File: config.mk
export PLATFORM = sky130hd
export DESIGN_NAME = sar_ctrl_core
export DESIGN_NICKNAME = d
export VERILOG_FILES = /design/src/rtl/sar_pkg.sv /design/src/rtl/sar_start_sync.sv /design/src/rtl/sar_seq.sv /design/src/rtl/sar_pwr.sv /design/src/rtl/sar_bus.sv /design/src/rtl/sar_ctrl_core.sv
export SDC_FILE = /design/constraint.sdc
export NUM_CORES = 1
export LEC_CHECK = 0
export ABC_AREA = 1
export BUFFER_PORTS_ARGS = -buffer_cell sky130_fd_sc_hd__buf_2
export CAP_MARGIN = 0
export CORE_MARGIN = 4
export CORE_UTILIZATION = 43
export CTS_CLUSTER_DIAMETER = 100
export DETAILED_ROUTE_END_ITERATION = 10
export PLACE_DENSITY = 0.71
export SETUP_SLACK_MARGIN = 0.15
export SYNTH_ARGS = -nofsm -noshare
export SYNTH_HDL_FRONTEND = slang
export SYNTH_SLANG_ARGS = --single-unit
File: constraint.sdc
create_clock -name clk -period 1.5 [get_ports clk]
set_clock_uncertainty 0.05 [all_clocks]
set_input_delay 0.225 -clock clk [delete_from_list [all_inputs] [get_ports clk]]
set_output_delay 0.225 -clock clk [all_outputs]
set_load 0.05 [all_outputs]
File: src/rtl/sar_pkg.sv
package sar_pkg;
  typedef enum logic [1:0] {
    SEQ_IDLE  = 2'd0,
    SEQ_SETUP = 2'd1,
    SEQ_TRIAL = 2'd2,
    SEQ_STORE = 2'd3
  } seq_state_e;

  localparam int unsigned SYNC_DEPTH = 2;
endpackage

File: src/rtl/sar_start_sync.sv
module sar_start_sync #(
  parameter int unsigned STAGES = 2
) (
  input  logic clk,
  input  logic rst_n,
  input  logic async_in,
  output logic rise
);
  logic [STAGES-1:0] chain;
  logic              last_q;

  generate
    for (genvar g = 0; g < STAGES; g++) begin : g_stage
      if (g == 0) begin : g_first
        always_ff @(posedge clk or negedge rst_n) begin
          if (!rst_n) chain[0] <= 1'b0;
          else        chain[0] <= async_in;
        end
      end else begin : g_next
        always_ff @(posedge clk or negedge rst_n) begin
          if (!rst_n) chain[g] <= 1'b0;
          else        chain[g] <= chain[g-1];
        end
      end
    end
  endgenerate

  always_ff @(posedge clk or negedge rst_n) begin
    if (!rst_n) last_q <= 1'b0;
    else        last_q <= chain[STAGES-1];
  end

  assign rise = chain[STAGES-1] & ~last_q;
endmodule

File: src/rtl/sar_seq.sv
module sar_seq
  import sar_pkg::*;
#(
  parameter int unsigned NBITS = 12
) (
  input  logic             clk,
  input  logic             rst_n,
  input  logic             go,
  input  logic             cmp_ge,
  input  logic             discard,
  output logic             busy,
  output logic             store,
  output logic [NBITS-1:0] trial,
  output logic [NBITS-1:0] result
);
  localparam logic [NBITS-1:0] TOP_BIT = {1'b1, {(NBITS-1){1'b0}}};

  seq_state_e       state;
  logic [NBITS-1:0] mask;
  logic             decide;
  logic [NBITS-1:0] kept;
  logic [NBITS-1:0] next_trial;

  always_comb begin
    kept       = cmp_ge ? trial : (trial & ~mask);
    next_trial = kept | (mask >> 1);
  end

  always_ff @(posedge clk or negedge rst_n) begin
    if (!rst_n) begin
      state  <= SEQ_IDLE;
      trial  <= '0;
      mask   <= '0;
      decide <= 1'b0;
      result <= '0;
    end else begin
      case (state)
        SEQ_IDLE: begin
          if (go) begin
            state <= SEQ_SETUP;
            trial <= '0;
          end
        end
        SEQ_SETUP: begin
          trial  <= TOP_BIT;
          mask   <= TOP_BIT;
          decide <= 1'b0;
          state  <= SEQ_TRIAL;
        end
        SEQ_TRIAL: begin
          if (!decide) begin
            decide <= 1'b1;
          end else begin
            decide <= 1'b0;
            mask   <= mask >> 1;
            if (mask[0]) begin
              trial <= kept;
              state <= SEQ_STORE;
            end else begin
              trial <= next_trial;
            end
          end
        end
        SEQ_STORE: begin
          result <= discard ? '0 : trial;
          state  <= SEQ_IDLE;
        end
        default: state <= SEQ_IDLE;
      endcase
    end
  end

  assign busy  = (state != SEQ_IDLE);
  assign store = (state == SEQ_STORE);
endmodule

File: src/rtl/sar_pwr.sv
module sar_pwr (
  input  logic clk,
  input  logic rst_n,
  input  logic run_mode,
  input  logic rd_n,
  input  logic busy,
  input  logic store,
  output logic asleep,
  output logic discard
);
  always_ff @(posedge clk or negedge rst_n) begin
    if (!rst_n) begin
      asleep  <= 1'b0;
      discard <= 1'b0;
    end else begin
      if (!busy) begin
        if (asleep) begin
          if (run_mode) begin
            asleep  <= 1'b0;
            discard <= 1'b1;
          end
        end else if (!run_mode && rd_n) begin
          asleep <= 1'b1;
        end
      end
      if (store) discard <= 1'b0;
    end
  end
endmodule

File: src/rtl/sar_bus.sv
module sar_bus #(
  parameter int unsigned NBITS = 12
) (
  input  logic             cs_n,
  input  logic             rd_n,
  input  logic             busy,
  input  logic [NBITS-1:0] result,
  output logic             oe,
  output logic [NBITS-1:0] q
);
  always_comb begin
    oe = ~cs_n & ~rd_n & ~busy;
    q  = oe ? result : '0;
  end
endmodule

File: src/rtl/sar_ctrl_core.sv
module sar_ctrl_core
  import sar_pkg::*;
#(
  parameter int unsigned NBITS = 12
) (
  input  logic             clk,
  input  logic             rst_n,
  input  logic             conv_start,
  input  logic             cmp_ge,
  input  logic             run_mode,
  input  logic             cs_n,
  input  logic             rd_n,
  output logic [NBITS-1:0] dac_code,
  output logic             hold,
  output logic             busy_n,
  output logic             analog_pd,
  output logic             data_oe,
  output logic [NBITS-1:0] data_q
);
  logic             rise;
  logic             busy;
  logic             store;
  logic             asleep;
  logic             discard;
  logic             go;
  logic [NBITS-1:0] result;

  sar_start_sync #(.STAGES(SYNC_DEPTH)) sync_i (
    .clk(clk), .rst_n(rst_n), .async_in(conv_start), .rise(rise)
  );

  assign go = rise & ~busy & ~asleep;

  sar_seq #(.NBITS(NBITS)) seq_i (
    .clk(clk), .rst_n(rst_n), .go(go), .cmp_ge(cmp_ge), .discard(discard),
    .busy(busy), .store(store), .trial(dac_code), .result(result)
  );

  sar_pwr pwr_i (
    .clk(clk), .rst_n(rst_n), .run_mode(run_mode), .rd_n(rd_n),
    .busy(busy), .store(store), .asleep(asleep), .discard(discard)
  );

  sar_bus #(.NBITS(NBITS)) bus_i (
    .cs_n(cs_n), .rd_n(rd_n), .busy(busy), .result(result),
    .oe(data_oe), .q(data_q)
  );

  assign busy_n    = ~busy;
  assign hold      = busy;
  assign analog_pd = asleep;
endmodule

==> results of run 1 <==
-- cell usage in the layout (no fill, tap or decap), types with 2 or more instances in the layout --
cell type      Yosys  final
buf_2              5     20
nand2_1           55     42
nor2_1             5      3
inv_1             33     30
o22ai_2            1      5
a21oi_4            0      2
nand2_4            0      5
o21ai_0           26     16
nand3_1           15     13
buf_8              0      4
nand2_2            3     10
inv_2              5      5
o22ai_1           10      6
dlygate4sd3_1      0      2
a21oi_1           13     11
buf_4              1     12
o21ai_1            1     10
nor2_4             0     12
buf_6              4     20
dfrtp_1           44     44
buf_12             0      3
ha_4               0      4
clkbuf_8           0      5
-- sequential cells by signal, summed over array words and instances (netlist names) --
signal / count
pwr_i.asleep: 1
pwr_i.discard: 1
seq_i.decide: 1
seq_i.mask: 12
seq_i.result: 12
seq_i.state: 2
seq_i.trial: 12
sync_i.chain: 2
sync_i.last_q: 1
-- cell families after synthesis --
group / after synthesis / synth area share [%]
adders and majority gates: 4 / 2.40
AOI/OAI and AO/OA: 54 / 14.4
and+or+nand+nor: 91 / 19.6
buffers and inverters: 50 / 10.9
DFF: 44 / 52.7
-- cell type report --
class                           instances  area (µm²)
Clock inverter                          2        35.0
Multi-Input combinational cell        149        1020
Sequential cell                        44        1100
Fill cell                             325        1650
Clock buffer                            6        72.6
Inverter                               38         169
Tap cell                               67        83.8
Timing Repair inverter                  2        13.8
Timing Repair Buffer                   62         581
-- where the power goes --
part	switching (mW)	internal [mW]	leakage, nW
logic	1.80	1.32	0.744
registers	0.115	1.33	0.595
clock network	0.394	0.494	0.0552
-- cell usage after synthesis (4+ instances only) --
cell	number	area, µm²
ha_1	4	50.1
nor2_2	10	62.6
nor2_1	5	18.8
nand2_1	55	206
inv_1	33	124
nand3_1	15	75.1
buf_2	5	25.0
inv_2	5	18.8
a21oi_1	13	65.1
o21ai_0	26	130
o22ai_1	10	62.6
dfrtp_1	44	1100
buf_6	4	45.0
-- per-stage QoR --
| stage | hold slack [ns] | instances | power, mW | TNS [ns] | util, % |
|---|---|---|---|---|---|
| global route | 0.164 | 370 | 5.71 | -11.64 | 65.1 |
| detailed placement | 0.166 | 344 | 3.32 | -3.29 | 51.8 |
| CTS | 0.148 | 364 | 4.73 | -4.63 | 60.4 |
| finish | 0.160 | 370 | 5.46 | -9.04 | 65.1 |
| floorplan | -0.121 | 243 | 2.88 | -9.00 | - |
| global placement | 0.165 | 344 | 3.27 | -2.39 | 51.8 |
-- what timing repair did --
item,4_1_cts,5_1_grt
endpoints found under the setup margin,42,55
gates cloned,3,1
pin swaps,7,19
hold buffers,2,0
resized for setup,56,48
setup buffers,7,5
hold endpoints to repair,45,0
-- layer usage --
layer / routed length [µm] / up-vias / track usage (%)
met4: 187 / 0 / 5.34
met3: 193 / 17 / 2.78
li1: - / 890 / -
met5: 0 / - / 0
met2: 2840 / 52 / 29.1
met1: 2220 / 856 / 20.2
-- final timing paths --
| check | from | end | slack (ns) | cells after the start |
|---|---|---|---|---|
| setup reg to reg | seq_i.state[1]$_DFFE_PN0P_ | seq_i.trial[0]$_DFFE_PN0P_ | -0.28 | 10 |
| hold / removal | run_mode | pwr_i.discard$_DFFE_PN0P_ | 0.16 | 3 |
| max in group asynchronous | rst_n | seq_i.trial[1]$_DFFE_PN0P_ | 0.82 | 3 |
| min in group asynchronous | rst_n | seq_i.decide$_DFFE_PN0P_ | 0.37 | 3 |
| hold reg to reg | sync_i.chain[0]$_DFF_PN0_ | sync_i.chain[1]$_DFF_PN0_ | 0.36 | 0 |
| setup / recovery | seq_i.state[1]$_DFFE_PN0P_ | data_q[10] | -0.40 | 7 |
-- worst register-to-register path, stage by stage, from the launching register on --
cell     delay, ns
dfrtp_1       0.40
inv_2         0.07
ha_4          0.18
buf_4         0.13
buf_4         0.13
buf_6         0.13
a21oi_4       0.22
buf_6         0.15
buf_6         0.13
nand2_2       0.06
nand2_1       0.07
==> impl_metrics.csv, run 1 <==
group,metric,value,unit
timing,fin_crit,1.90,ns
placement,place_congestion,0.790,
placement,place_ws,-0.229,ns
finish,fin_area,3070,µm²
routing,wirelength,5440,µm
power_and_ir_drop,power_density,1780,nW/µm²
logic_synthesis,synth_nets,254,
logic_synthesis,synth-main-ff-cell,"dfrtp_1",
global_routing,antenna_found_initial,0,
logic_synthesis,synth_area,2090,µm²
routing,route.vias.total,1815,
critical_path,worstPathArrival,1.63,ns
routing,drcViolationCount,0,
logic_synthesis,syn_area_per_cell,8.59,µm²
critical_path,cp_num_buf_inv,4,
critical_path,max_stage_delay,0.42,ns
timing,setup_violations,42,
placement,placed_area,2450,µm²
outcome,outcome,"complete, but fails checks",
critical_path,critPathCaptureType,"output port",
die,die_x,77.7,µm
critical_path,cpMaxStageDelayCell,"dfrtp_1",
global_routing,grt_pass1_vias,1650,
die,start_util,44.2,%
power_and_ir_drop,irDropWorstVdd,0.932,mV
critical_path,worstSetupPathType,"reg -> out",
die,num_rows,25,
timing,clock.fmax,0.525,GHz
critical_path,crit_family,"buffers and inverters",
global_routing,grt_max_degree,45,
hold_path,hold_class,"in -> reg",
routing,wl_per_cell,14.7,µm
finish,areaGrowthSynthToFinish,47.2,%
timing,rsz0062_at_grt,"yes",
clock_tree,cts_buffers,5,
timing,min_period_over_period,127,%
clock_tree,ctsLongestPathBuffers,2,
clock_tree,clkLatencyLatePin,0.30,ns
global_routing,overflow,0,
timing,tightest_slew,0.436,ns
clock_tree,clockRootBuffer,"clkbuf_8",
critical_path,worst_setup_path_start_kind,"flop",
clock_tree,clock-sinks,44,
critical_path,crit_chain,"inv_2, ha_4, inv_8, nor3_4, bufinv_8, nor2_4, buf_6",
finish,n_antenna_cell,0,
die,die_area,6030,µm²
job,max-cap-violations,0,
placement,dpl.hpwl,3100,µm
timing,final_max_slew_viol_count,0,
timing,maxSlewHeadroom,70.9,%
die,pin_count,35,
power_and_ir_drop,leakage,1.39,nW
logic_synthesis,ys_ff_latch,44,
global_routing,grt_usage,16.4,%
logic_synthesis,synth_cell_types,24,
global_routing,grt_pass1_wl,7910,µm
clock_tree,cts_tree,"done",
routing,drt_iter0_drc,90,
clock_tree,clkTransAtPathRegs,0.08,ns
finish,final_layout_size_suffix_gt1_share,40.3,%
finish,finish.net_count,313,
logic_synthesis,ys_warn_count,0,
routing,first_pass_iters,4,
outcome,violations,"setup timing",
routing,routed_via_density,4.91,
clock_tree,cts_max_level,2,
logic_synthesis,synth_enable_flop_cells,0,
routing,antenna_left,0,
timing,finalHoldViolations,0,
critical_path,cp.required,1.22,ns
logic_synthesis,yosysSeqAreaShare,52.7,%
die,die_h,77.7,µm
die,fp.coreArea,4720,µm²
critical_path,cp_max_fo,6,
placement,port_buffers,34,
logic_synthesis,netlist_instances,243,
logic_synthesis,ys_async_sr_fraction,100,%
timing,setup_ws,-0.404,ns
Note: power is estimated with default switching activity, not from simulation.
==> run 2: changes to the inputs <==
PLACE_DENSITY = 0.69   (was 0.71)
clock period = 1.8 ns   (was 1.5 ns; I/O delays follow)
==> run 2 against run 1 <==
  * The run still ends with setup timing left
  * Sequential share of layout area grew 5.3 points
  * First-iteration DRC count shrank 24%
  * Total power shrank 35%
  * Critical path depth is the same
  * Via count shrank 7.8%
  * Non-clock buffer count shrank 14
  * Flip-flop and latch count is the same
  * Wire length shrank 16%
  * Final area shrank 13%
  * Critical endpoint is now data_q[9]
==> impl_metrics.csv, run 2 (same netlist as run 1, synthesis figures left out) <==
group,metric,value,unit
outcome,outcome,"complete, but fails checks",
outcome,violations,"setup timing",
routing,first_pass_iters,4,
timing,fin_tns_setup,-1.15,ns
critical_path,worstPathArrival,1.60,ns
routing,routed_via_density,4.73,
clock_tree,clkLatencyLatePin,0.29,ns
critical_path,critPathCaptureType,"output port",
routing,drt_iter0_drc,68,
timing,fin_crit,1.92,ns
critical_path,cp_max_fo,6,
finish,areaGrowthSynthToFinish,28.2,%
timing,tightest_slew,0.441,ns
placement,placedCellCount,341,
finish,multi_input_comb_area,837,µm²
die,die_area,6030,µm²
critical_path,reg2reg_from,"seq_i.state[0]$_DFFE_PN0P_",
critical_path,worst_setup_path_start_kind,"flop",
die,die_h,77.7,µm
critical_path,reg2reg_depth,9,
finish,final_layout_size_suffix_gt1_share,28.6,%
global_routing,overflow,0,
global_routing,grt_pass1_vias,1632,
timing,maxSlewHeadroom,70.6,%
routing,route.vias.total,1674,
clock_tree,cts_max_level,2,
power_and_ir_drop,power_density,1320,nW/µm²
routing,wl_per_cell,12.9,µm
critical_path,timing.rr.end,"seq_i.trial[5]$_DFFE_PN0P_",
die,num_rows,25,
global_routing,grt_pass1_wl,7850,µm
global_routing,grt_max_degree,26,
placement,place_ws,0.00645,ns
die,fp.coreArea,4720,µm²
clock_tree,clock-sinks,44,
finish,num-fill-cells,409,
finish,final-seq-area,1100,µm²
hold_path,hold_class,"in -> reg",
hold_path,hp-start,"conv_start",
finish,largestRegisters,"seq_i.mask: 12 flops, seq_i.result: 12 flops, seq_i.trial: 12 flops",
global_routing,grt_usage,16.6,%
finish,mostFrequentLayoutCell,"nand2_1",
global_routing,antenna_found_initial,0,
placement,dpl.hpwl,3150,µm
routing,antenna_left,0,
finish,stdcell_count,354,
clock_tree,clockRootBuffer,"clkbuf_8",
die,pin_count,35,
routing,drcViolationCount,0,
hold_path,worstHoldPathCells,1,
critical_path,cp.required,1.48,ns
power_and_ir_drop,finalPower,3.54,mW
timing,clock.fmax,0.522,GHz
timing,finalHoldViolations,0,
clock_tree,cts_tree,"done",
critical_path,worstSetupPathType,"reg -> out",
finish,n_antenna_cell,0,
timing,final_max_slew_viol_count,0,
clock_tree,clkTransAtPathRegs,0.08,ns
timing,min_period_over_period,106,%
critical_path,r2r_slack,0.25,ns
placement,port_buffers,34,
power_and_ir_drop,leakage,1.25,nW
finish,layout_common_cells,"nand2_1, dfrtp_1, inv_1, o21ai_0, buf_2",
timing,setup_violations,12,
critical_path,startpoint,"seq_i.state[0]$_DFFE_PN0P_",
power_and_ir_drop,irDropWorstVdd,0.594,mV
routing,wirelength,4570,µm
die,start_util,44.2,%
timing,setup_ws,-0.116,ns
placement,place_congestion,0.809,
clock_tree,cts_buffers,5,
hold_path,holdPathEnd,"sync_i.chain[0]$_DFF_PN0_",
die,die_x,77.7,µm
job,max-cap-violations,0,
timing,rsz0062_at_grt,"yes",
clock_tree,ctsLongestPathBuffers,2,
finish,finish.net_count,298,
## run 2: changes by cell type in the layout (fill, tap and decap cells not counted), moves of 3 or more
cell,delta
nand2_1,+13
o21ai_0,+10
o21ai_1,-9
buf_6,-7
nand2_2,-7
nand2_4,-5
o22ai_1,+4
o22ai_2,-4
ha_4,-3
## run 2: where the power goes
part           internal [mW]  switching [mW]  total (mW)
Combinational          0.598            1.10        1.69
Sequential              1.11          0.0803        1.19
Clock                  0.342           0.313       0.655
Total                   2.05            1.49        3.54
## run 2: layer usage
layer  part of all wire [%]  wire length [µm]  vias to the layer above  track usage [%]
li1                       -                 -                      858                -
met4                    2.1                95                        0             7.30
met5                      0                 0                        -                0
met3                    2.6               120                        5             3.60
met2                     49              2260                       25             27.1
met1                     46              2100                      786             21.1
## run 2: final cells by class
cell class	count	area share, %
tap	67	3.13
clock buffer	7	3.60
multi-input combinational	149	31.3
timing repair buffer	48	14.4
sequential	44	41.1
inverter	38	6.21
timing repair inverter	1	0.234
## run 2: critical path, stage by stage (launching register included)
cell,delay [ns]
dfrtp_1,0.39
inv_2,0.08
ha_4,0.17
inv_8,0.03
nor3_4,0.14
bufinv_8,0.24
nor2_4,0.10
buf_8,0.15
## run 2: per-stage QoR
step                hold slack (ns)  area [µm²]  util [%]
finish                       0.0296        2680      56.7
global route                 0.0129        2680      56.7
CTS                          0.0164        2630      55.8
detailed placement            0.194        2410      51.1
global placement              0.187        2410      51.1
floorplan                   -0.0756        2170         -
## run 2: worst max path at each step
stage                 endpoint  depth (start not counted)
CTS                 data_q[10]                          7
detailed placement  data_q[10]                          7
finish               data_q[9]                          7
global placement    data_q[10]                          7
floorplan           data_q[10]                          7
global route        data_q[10]                          7
## run 2: repair_timing
item,in CTS,in global routing
setup endpoints to repair,14,17
gates resized for setup,29,7
cloned,1,0
buffers inserted,2,2
pin swaps,3,0
hold endpoints to repair,16,0
hold buffers,1,0
